$ cat config.mk
export PLATFORM = sky130hd
export DESIGN_NAME = microwire_eeprom
export DESIGN_NICKNAME = d
export VERILOG_FILES = /design/src/rtl/uwe_pkg.sv /design/src/rtl/uwe_pin_sync.sv /design/src/rtl/uwe_frame.sv /design/src/rtl/uwe_prog.sv /design/src/rtl/uwe_mem.sv /design/src/rtl/microwire_eeprom.sv
export SDC_FILE = /design/constraint.sdc
export NUM_CORES = 2
export LEC_CHECK = 0
export ABC_CLOCK_PERIOD_IN_PS = 4330
export BUFFER_PORTS_ARGS = -buffer_cell sky130_fd_sc_hd__buf_4
export CORE_MARGIN = 2
export CORE_UTILIZATION = 45
export DETAILED_ROUTE_END_ITERATION = 8
export GPL_TIMING_DRIVEN = 0
export PLACE_DENSITY = 0.73
export SYNTH_ARGS = -nofsm -noshare
export SYNTH_HDL_FRONTEND = slang
export SYNTH_HIERARCHICAL = 1
export SYNTH_SLANG_ARGS = --single-unit
export TNS_END_PERCENT = 20
$ cat constraint.sdc
create_clock -name clk -period 4.33 [get_ports clk]
set_clock_uncertainty 0.15 [all_clocks]
set_input_delay 0.2165 -clock clk [delete_from_list [all_inputs] [get_ports clk]]
set_output_delay 0.2165 -clock clk [all_outputs]
set_load 0.1 [all_outputs]
$ cat src/rtl/uwe_pkg.sv
package uwe_pkg;

  typedef enum logic [2:0] {
    OP_NONE, OP_READ, OP_WRITE, OP_ERASE, OP_WEN, OP_WDS, OP_WRALL, OP_ERAL
  } uwe_op_e;

  // opcode plus the two top address bits select the command
  function automatic uwe_op_e uwe_decode(input logic [1:0] opc, input logic [1:0] sub);
    uwe_op_e r;
    case (opc)
      2'b10:   r = OP_READ;
      2'b01:   r = OP_WRITE;
      2'b11:   r = OP_ERASE;
      default: begin
        case (sub)
          2'b11:   r = OP_WEN;
          2'b00:   r = OP_WDS;
          2'b01:   r = OP_WRALL;
          default: r = OP_ERAL;
        endcase
      end
    endcase
    return r;
  endfunction

  function automatic logic uwe_has_data(input uwe_op_e op);
    return (op == OP_WRITE) || (op == OP_WRALL);
  endfunction

  function automatic logic uwe_is_prog(input uwe_op_e op);
    return (op == OP_WRITE) || (op == OP_ERASE) || (op == OP_WRALL) || (op == OP_ERAL);
  endfunction

  function automatic logic uwe_is_bulk(input uwe_op_e op);
    return (op == OP_WRALL) || (op == OP_ERAL);
  endfunction

endpackage

$ cat src/rtl/uwe_pin_sync.sv
module uwe_pin_sync (
  input  logic clk,
  input  logic rst,
  input  logic sk_i,
  input  logic cs_i,
  input  logic di_i,
  output logic sk_rise,
  output logic cs_fall,
  output logic cs_lvl,
  output logic di_lvl
);
  logic sk_q, sk_qq, cs_q, cs_qq, di_q;

  always_ff @(posedge clk) begin
    if (rst) begin
      sk_q  <= 1'b0;
      sk_qq <= 1'b0;
      cs_q  <= 1'b0;
      cs_qq <= 1'b0;
      di_q  <= 1'b0;
    end else begin
      sk_q  <= sk_i;
      sk_qq <= sk_q;
      cs_q  <= cs_i;
      cs_qq <= cs_q;
      di_q  <= di_i;
    end
  end

  assign sk_rise = sk_q & ~sk_qq;
  assign cs_fall = ~cs_q & cs_qq;
  assign cs_lvl  = cs_q;
  assign di_lvl  = di_q;
endmodule

$ cat src/rtl/uwe_frame.sv
module uwe_frame
  import uwe_pkg::*;
#(
  parameter int ADDR_W = 8,
  parameter int DATA_W = 16
) (
  input  logic              clk,
  input  logic              rst,
  input  logic              sk_rise,
  input  logic              cs_fall,
  input  logic              cs_lvl,
  input  logic              di_lvl,
  input  logic              busy,
  input  logic [DATA_W-1:0] rdata,
  output logic              req,
  output uwe_op_e           req_op,
  output logic [ADDR_W-1:0] req_addr,
  output logic [DATA_W-1:0] req_data,
  output logic [ADDR_W-1:0] rd_addr,
  output logic              rd_active,
  output logic              rd_bit
);
  localparam int HDR_W  = 2 + ADDR_W;
  localparam int CNT_W  = $clog2(HDR_W + 1);
  localparam int DCNT_W = $clog2(DATA_W + 1);

  typedef enum logic [2:0] {FS_IDLE, FS_HDR, FS_DATA, FS_RD, FS_DONE} fs_e;

  fs_e               st;
  logic [HDR_W-1:0]  hdr_q;
  logic [CNT_W-1:0]  cnt;
  logic [DATA_W-1:0] data_q;
  logic [DCNT_W-1:0] dcnt;
  logic [DATA_W-1:0] rd_sh;
  logic              rd_first;
  uwe_op_e           op_q;

  logic [HDR_W-1:0]  hdr_nx;
  uwe_op_e           op_nx;
  logic [DATA_W-1:0] rd_src;

  assign hdr_nx = {hdr_q[HDR_W-2:0], di_lvl};
  assign op_nx  = uwe_decode(hdr_nx[HDR_W-1 -: 2], hdr_nx[ADDR_W-1 -: 2]);
  assign rd_src = rd_first ? rdata : rd_sh;

  always_ff @(posedge clk) begin
    if (rst) begin
      st       <= FS_IDLE;
      hdr_q    <= '0;
      cnt      <= '0;
      data_q   <= '0;
      dcnt     <= '0;
      rd_sh    <= '0;
      rd_first <= 1'b0;
      rd_bit   <= 1'b0;
      op_q     <= OP_NONE;
      req      <= 1'b0;
    end else begin
      req <= 1'b0;
      if (!cs_lvl) begin
        if (cs_fall && ((st == FS_DATA && dcnt == DCNT_W'(DATA_W)) || st == FS_DONE))
          req <= 1'b1;
        st <= FS_IDLE;
      end else if (sk_rise) begin
        case (st)
          FS_IDLE: begin
            if (di_lvl && !busy && !req) begin
              st  <= FS_HDR;
              cnt <= '0;
            end
          end
          FS_HDR: begin
            hdr_q <= hdr_nx;
            cnt   <= cnt + 1'b1;
            if (cnt == CNT_W'(HDR_W - 1)) begin
              op_q <= op_nx;
              if (op_nx == OP_READ) begin
                st       <= FS_RD;
                rd_first <= 1'b1;
                rd_bit   <= 1'b0;
              end else if (uwe_has_data(op_nx)) begin
                st   <= FS_DATA;
                dcnt <= '0;
              end else begin
                st <= FS_DONE;
              end
            end
          end
          FS_DATA: begin
            data_q <= {data_q[DATA_W-2:0], di_lvl};
            if (dcnt != DCNT_W'(DATA_W)) dcnt <= dcnt + 1'b1;
          end
          FS_RD: begin
            rd_bit   <= rd_src[DATA_W-1];
            rd_sh    <= {rd_src[DATA_W-2:0], 1'b0};
            rd_first <= 1'b0;
          end
          default: ;
        endcase
      end else if (st == FS_RD && rd_first) begin
        rd_sh <= rdata;
      end
    end
  end

  assign req_op    = op_q;
  assign req_addr  = hdr_q[ADDR_W-1:0];
  assign req_data  = data_q;
  assign rd_addr   = hdr_q[ADDR_W-1:0];
  assign rd_active = (st == FS_RD);

  // a running programming cycle keeps the frame receiver parked
  a_r11_idle_while_busy: assert property (@(posedge clk) disable iff (rst)
    busy |-> (st == FS_IDLE));
endmodule

$ cat src/rtl/uwe_prog.sv
module uwe_prog
  import uwe_pkg::*;
#(
  parameter int ADDR_W      = 8,
  parameter int DATA_W      = 16,
  parameter int PROG_CYCLES = 300
) (
  input  logic              clk,
  input  logic              rst,
  input  logic              req,
  input  uwe_op_e           req_op,
  input  logic [ADDR_W-1:0] req_addr,
  input  logic [DATA_W-1:0] req_data,
  output logic              busy,
  output logic              started,
  output logic              we,
  output logic [ADDR_W-1:0] waddr,
  output logic [DATA_W-1:0] wdata
);
  localparam int DEPTH    = 1 << ADDR_W;
  localparam int PROG_LEN = (PROG_CYCLES > DEPTH) ? PROG_CYCLES : DEPTH;
  localparam int TW       = $clog2(PROG_LEN + 1);

  logic              wen;
  logic [TW-1:0]     tmr;
  uwe_op_e           op_q;
  logic [ADDR_W-1:0] addr_q;
  logic [DATA_W-1:0] data_q;

  always_ff @(posedge clk) begin
    if (rst) begin
      busy    <= 1'b0;
      started <= 1'b0;
      wen     <= 1'b0;
      tmr     <= '0;
      op_q    <= OP_NONE;
      addr_q  <= '0;
      data_q  <= '0;
    end else begin
      started <= 1'b0;
      if (busy) begin
        if (tmr == TW'(PROG_LEN - 1)) busy <= 1'b0;
        tmr <= tmr + 1'b1;
      end else if (req) begin
        if (req_op == OP_WEN) begin
          wen <= 1'b1;
        end else if (req_op == OP_WDS) begin
          wen <= 1'b0;
        end else if (wen && uwe_is_prog(req_op)) begin
          busy    <= 1'b1;
          started <= 1'b1;
          tmr     <= '0;
          op_q    <= req_op;
          addr_q  <= req_addr;
          data_q  <= uwe_has_data(req_op) ? req_data : '1;
        end
      end
    end
  end

  // single-word commands write once; whole-array commands sweep one word per clock
  assign we    = busy && (uwe_is_bulk(op_q) ? (tmr < TW'(DEPTH)) : (tmr == '0));
  assign waddr = uwe_is_bulk(op_q) ? tmr[ADDR_W-1:0] : addr_q;
  assign wdata = data_q;

  // busy ends only after the full programming time
  a_r7_busy_len: assert property (@(posedge clk) disable iff (rst)
    $fell(busy) |-> ($past(tmr) == TW'(PROG_LEN - 1)));

  // the enable latch cannot move while a cycle is running
  a_r3_wen_frozen: assert property (@(posedge clk) disable iff (rst)
    (busy && $past(busy)) |-> $stable(wen));
endmodule

$ cat src/rtl/uwe_mem.sv
module uwe_mem #(
  parameter int ADDR_W = 8,
  parameter int DATA_W = 16
) (
  input  logic              clk,
  input  logic              we,
  input  logic [ADDR_W-1:0] waddr,
  input  logic [DATA_W-1:0] wdata,
  input  logic [ADDR_W-1:0] raddr,
  output logic [DATA_W-1:0] rdata
);
  localparam int DEPTH = 1 << ADDR_W;

  logic [DATA_W-1:0] mem [DEPTH];

  always_ff @(posedge clk) begin
    if (we) mem[waddr] <= wdata;
    rdata <= mem[raddr];
  end
endmodule

$ cat src/rtl/microwire_eeprom.sv
module microwire_eeprom
  import uwe_pkg::*;
#(
  parameter int ADDR_W      = 8,
  parameter int DATA_W      = 16,
  parameter int PROG_CYCLES = 300
) (
  input  logic clk,
  input  logic rst,
  input  logic cs,
  input  logic sk,
  input  logic di,
  output logic dout,
  output logic dout_en
);
  logic              sk_rise, cs_fall, cs_lvl, di_lvl;
  logic              busy, started, req, rd_active, rd_bit, we;
  uwe_op_e           req_op;
  logic [ADDR_W-1:0] req_addr, rd_addr, waddr;
  logic [DATA_W-1:0] req_data, rdata, wdata;
  logic              status_on;

  uwe_pin_sync u_sync (
    .clk(clk), .rst(rst), .sk_i(sk), .cs_i(cs), .di_i(di),
    .sk_rise(sk_rise), .cs_fall(cs_fall), .cs_lvl(cs_lvl), .di_lvl(di_lvl)
  );

  uwe_frame #(.ADDR_W(ADDR_W), .DATA_W(DATA_W)) u_frame (
    .clk(clk), .rst(rst), .sk_rise(sk_rise), .cs_fall(cs_fall), .cs_lvl(cs_lvl),
    .di_lvl(di_lvl), .busy(busy), .rdata(rdata), .req(req), .req_op(req_op),
    .req_addr(req_addr), .req_data(req_data), .rd_addr(rd_addr),
    .rd_active(rd_active), .rd_bit(rd_bit)
  );

  uwe_prog #(.ADDR_W(ADDR_W), .DATA_W(DATA_W), .PROG_CYCLES(PROG_CYCLES)) u_prog (
    .clk(clk), .rst(rst), .req(req), .req_op(req_op), .req_addr(req_addr),
    .req_data(req_data), .busy(busy), .started(started), .we(we),
    .waddr(waddr), .wdata(wdata)
  );

  uwe_mem #(.ADDR_W(ADDR_W), .DATA_W(DATA_W)) u_mem (
    .clk(clk), .we(we), .waddr(waddr), .wdata(wdata), .raddr(rd_addr), .rdata(rdata)
  );

  always_ff @(posedge clk) begin
    if (rst) begin
      status_on <= 1'b0;
      dout      <= 1'b1;
      dout_en   <= 1'b0;
    end else begin
      if (started) status_on <= 1'b1;
      else if (cs_lvl && sk_rise && di_lvl) status_on <= 1'b0;
      dout_en <= cs_lvl && (status_on || rd_active);
      dout    <= status_on ? ~busy : (rd_active ? rd_bit : 1'b1);
    end
  end

  // nothing is driven once the select has been low
  a_r12_quiet_deselected: assert property (@(posedge clk) disable iff (rst)
    $past(!cs_lvl) |-> !dout_en);

  // read data and status never share the output
  a_r2_read_excludes_status: assert property (@(posedge clk) disable iff (rst)
    rd_active |-> !status_on);
endmodule

== After elaboration in Yosys (flattened, before gate mapping) ==
Memory sizes are Yosys's and may differ from the RTL's. A register that Yosys moved wholly into a read port is not among the register bits.
Index checks and enable logic that the tools add are counted.

* Register bits: 106
* Memory bits (writable): 4,096
* Bits of input ports: 5
* Word-level logic and storage cells: 162
* Memories: 1

* $add $sub $neg: 3
* $lt $le $gt $ge: 1
* Equal/unequal tests: 33
* Muxes and demuxes: 47
* Bitwise operators: 7
* Reductions and logical operators: 45

{| class="wikitable"
|+ Memories
! memory !! depth !! bits a word !! rd ports !! clocked after Yosys merged registers in !! wr ports !! RTL line !! RTL
|-
| u_mem.mem || 256 || 16 || 1 || 1 || 1 || uwe_mem.sv:14 || <nowiki>logic [DATA_W-1:0] mem [DEPTH];</nowiki>
|}

{| class="wikitable"
|+ Operators with widths
! cell !! count
|-
| 16-bit 2-to-1 mux || 5
|-
| 9-bit 2-to-1 mux || 5
|-
| 3-bit == test, second input constant || 8
|-
| 1-bit 2-to-1 mux || 20
|-
| 5-bit 2-to-1 mux || 4
|-
| 4-bit AND reduction || 4
|-
| 2-bit nonzero test || 8
|-
| 3-bit by 2-bit == test with 1-bit output, second input constant || 5
|-
| 2-bit by 1-bit != test with 1-bit output, second input constant || 7
|-
| 3-bit 2-to-1 mux || 4
|-
| 3-bit AND reduction || 4
|-
| 1-bit logical AND || 10
|-
| 5-bit one-hot mux with 2 select lines || 1
|-
| 5-bit AND reduction || 2
|-
| 9-bit by 1-bit adder with 9-bit output, second input constant || 1
|-
| 9-bit == test, second input constant || 1
|-
| 9-bit zero test || 1
|-
| 9-bit < comparator, second input constant || 1
|-
| 3-bit one-hot mux with 3 select lines || 1
|-
| 1-bit logical OR || 8
|-
| 8-bit 2-to-1 mux || 1
|-
| 4-bit one-hot mux with 2 select lines || 1
|-
| 7-bit AND reduction || 1
|-
| 2-bit == test, second input constant || 3
|-
| other kinds (18) || 30
|}

== Depth between registers and ports, before layout ==
* Depth after elaboration: 10
* Mapped depth: 13

== Cells and area by module ==
The synthesis kept the hierarchy.

{| class="wikitable"
|+ By module, submodules not included
! module !! times used !! cells an instance !! area each (um2) !! seq. area each (um2)
|-
| uwe_mem || 1 || 7,360 || 158,714.7 || 123,318.3
|-
| uwe_frame || 1 || 352 || 2,807.7 || 1,181.1
|-
| uwe_prog || 1 || 197 || 1,612.8 || 760.7
|-
| uwe_pin_sync || 1 || 12 || 146.4 || 100.1
|-
| microwire_eeprom || 1 || 10 || 118.9 || 60.1
|}

== Worst setup path before layout ==
No wires, ideal clock.

* Path kind: reg2reg
* From: register u_prog.data_q[0] (netlist: u_prog/wdata[0])
* To: memory u_mem.mem[0][0] (data pin)
* Setup time: 856 ps
* Data arrival time: 3,398 ps
* Required time: 3,324 ps
* Slack: -73 ps
* Cell stages (with the launch flop): 1
* Path buffers: 0
* Clock period less this slack: 4,403 ps
* Cell sequence: dfxtp_1

{| class="wikitable"
|+ RTL lines
! element !! RTL line !! RTL
|-
| from (decl) || uwe_prog.sv:28 || <nowiki>logic [DATA_W-1:0] data_q;</nowiki>
|-
| from (signal assigned) || uwe_prog.sv:55 || <nowiki>data_q <= uwe_has_data(req_op) ? req_data : '1;</nowiki>
|-
| to (decl) || uwe_mem.sv:14 ||
|}

No word-level cell before the write port.

==> flow_summary.yaml <==
clock_tree:
  cts_buffers: 403
  clockBufferDepth: 4
  cts_root_buf: "clkbuf_16"
  cts_tree: "built"
  cts.sinks: 4217
  cts.clk_slew.worst_paths_ns: 0.06
  htreeDepth: 5
  clk_latency_ns: 0.98
placement:
  post-place-ws_ns: -2.584
  place_congestion: 0.9826
  hpwl_um: 348300
  dp_cells: 12954
  port_buffers: 6
synthesis:
  yosysWarnings: 6
  ys_seq_area_share_pct: 76.76
  synth_top_area_share_pct: 75.27
  synth_nets: 7944
  postSynthAreaPerCell_um2: 20.60
  netlist-cell-type-count: 70
  synth_area_um2: 163400
  synth_area_leaders: "edfxtp_1, mux4_2, mux2i_1"
  synth_area_leader_cell: "edfxtp_1"
  synth_top_flop_cell: "edfxtp_1"
  synth_edf_count: 4096
  yosys_register_bits: 4217
  syn_inst: 7931
  synth-async-reset-ratio_pct: 0
final_layout:
  multi_input_area_um2: 37650
  drive_gt1_share_pct: 28.81
  nets: 8627
  area.sequential_um2: 125500
  final_common_cell: "edfxtp_1"
  syn_to_final_growth_pct: 16.69
  nFillCells: 26850
  layout.cells.non_filler: 13748
  most-common-layout-cells: "edfxtp_1, mux4_2, mux2i_1"
  final_util_pct: 52.68
critical_path:
  cpLargestDelayFamily: "buffers and inverters"
  start_kind: "flop"
  critPathMaxStageDelay_ns: 0.96
  crit_chain: "buf_4 -> buf_2 -> nand2b_1 -> buf_2 -> clkbuf_2 -> clkdlybuf4s15_2 -> o221ai_1 -> a21oi_1 -> nor2_1 -> nand4_1 -> nor4_4"
  path_buf_inv: 5
  cp_slowest_cell: "a21oi_1"
  reg2reg_slack_ns: -0.30
  critPathCaptureType: "flop"
  worstPathArrival_ns: 5.29
  worstPathMaxFanout: 10
  criticalPathCategory: "reg -> reg"
  required_ns: 5.00
  crit_top_cell: "buf_2"
global_routing:
  grt_overflow: 0
  grt_pass1_vias: 86427
  grt_pass1_wl_um: 694300
  grt_max_degree: 91
  antenna_found_initial: 22
  grt_use_total_pct: 27.42
die:
  core_area_um2: 362000
  fp.dieH_um: 606.6
  die_w_um: 606.6
  rows: 221
  die_area_um2: 367900
  io_pins: 7
  start_util_pct: 45.14
run:
  maxCapViolCount: 0
run_status:
  status: "finished, violations left"
  violations: "setup timing"
sta:
  fmaxAchievable_mhz: 216.2
  fin_ws_ns: -0.2951
  relSlewSlack_pct: 3.496
  fin_crit_ns: 4.625
  rsz0062_at_grt: "true"
  setup_viol: 97
  final_hold_viol_count: 0
  drv_slew: 0
  tightest_slew_ns: 1.448
  min_period_over_period_pct: 106.8
drt:
  drtPass1Iterations: 7
  ant_nets: 0
  vias: 89432
  initialDrtViolationCount: 15670
  routed_wl_um: 510200
  wl_per_cell_um: 37.11
  drc: 0
  routed_via_density: 6.505
power_and_ir_drop:
  p_leak_nw: 57.67
  ir_drop_uv: 387.2
  p_per_area_nw_per_um2: 416.5
min_path:
  hp-class: "reg -> reg"
[stage by stage]
stage / instance area, µm² / hold slack [ns] / setup TNS, ns / total power [mW]
floorplan: 163400 / 0.1362 / 0 / 44.95
global placement: 169500 / 0.2844 / -8932.40 / 44.97
detailed placement: 174500 / 0.2844 / -1616.87 / 44.96
CTS: 190200 / 0.3075 / -2.780 / 79.68
global route: 190600 / 0.3275 / -1.300 / 81.20
finish: 190700 / 0.3066 / -3.586 / 79.42
[kinds of logic after synthesis]
group,Yosys count,synth area share [%]
flops,4217,76.76
mux,1475,15.21
buf+inv,524,1.855
fa+ha+maj,8,0.06126
xor+xnor,3,0.01608
simple gates,808,2.270
compound gates,896,3.831
[final cells by class]
| type | count | share of cell area, % |
|---|---|---|
| timing repair buffer | 282 | 2.583 |
| sequential | 4217 | 65.81 |
| buffer | 501 | 1.764 |
| inverter | 19 | 0.03740 |
| clock inverter | 236 | 1.371 |
| clock buffer | 500 | 5.527 |
| tap | 4794 | 3.146 |
| multi-input combinational | 3190 | 19.75 |
| antenna | 9 | 0.01181 |
[path summary, 6_finish.rpt]
check | start | to | cells past startpoint
worst max-delay path | u_frame/hdr_q[2]$_SDFFE_PP0P_ | u_mem/rdata[8]$_DFF_P_ | 11
worst min-delay path | u_frame/rd_sh[15]$_SDFFE_PP0P_ | u_frame/rd_sh[15]$_SDFFE_PP0P_ | 2
worst max register to register | u_frame/hdr_q[2]$_SDFFE_PP0P_ | u_mem/rdata[8]$_DFF_P_ | 11
worst min register to register | u_frame/rd_sh[15]$_SDFFE_PP0P_ | u_frame/rd_sh[15]$_SDFFE_PP0P_ | 2
[tightest hold or removal path: stages, from the launching register on]
cell and delay [ns]:
dfxtp_1 0.30, nand2_1 0.05, a21oi_1 0.05
[repair_timing]
action                                   CTS  global route
hold buffers                              12             0
endpoints found under the setup margin  3122          1750
gates resized for setup                  476           148
pin swaps                                 39            24
buffers inserted                          37             4
endpoints found under the hold margin     55             0
[where the power goes]
part | internal, mW | switching (mW) | total (mW)
Sequential | 44.0 | 0.00264 | 44.0
Clock | 20.1 | 15.2 | 35.3
Combinational | 0.0198 | 0.0356 | 0.0554
Total | 64.2 | 15.2 | 79.4
[metal layers]
layer  routed length (µm)  global-route usage, %
met1               177100                  36.37
met2               226900                  40.97
met3                75150                  8.733
met4                30810                  13.59
met5                  223                      0
[sequential cells by signal (all words and copies together), names as in the netlist, 2 cells and up]
register          count
u_frame/req_op        3
u_prog/wdata         16
u_frame/dcnt          5
u_prog/addr_q         8
u_mem/mem          4096
u_frame/st            3
u_frame/hdr_q         9
u_prog/op_q           2
u_frame/cnt           4
u_mem/rdata          16
u_prog/tmr            9
u_frame/rd_sh        16
u_frame/req_data     16
[cells in the mapped netlist (32+ instances only)]
| library cell | instances |
|---|---|
| buf_2 | 92 |
| a21oi_1 | 242 |
| clkbuf_1 | 248 |
| edfxtp_1 | 4096 |
| dfxtp_1 | 121 |
| mux2i_1 | 583 |
| mux4_2 | 797 |
| a22o_1 | 32 |
| nor2_1 | 341 |
| o21ai_0 | 44 |
| a22oi_1 | 44 |
| nand3_1 | 46 |
| mux2_2 | 95 |
| nor3_1 | 138 |
| buf_4 | 42 |
| nand2_1 | 148 |
| buf_6 | 78 |
| o221ai_1 | 254 |
| o22ai_1 | 148 |
Power figures use the tool's default switching activity.
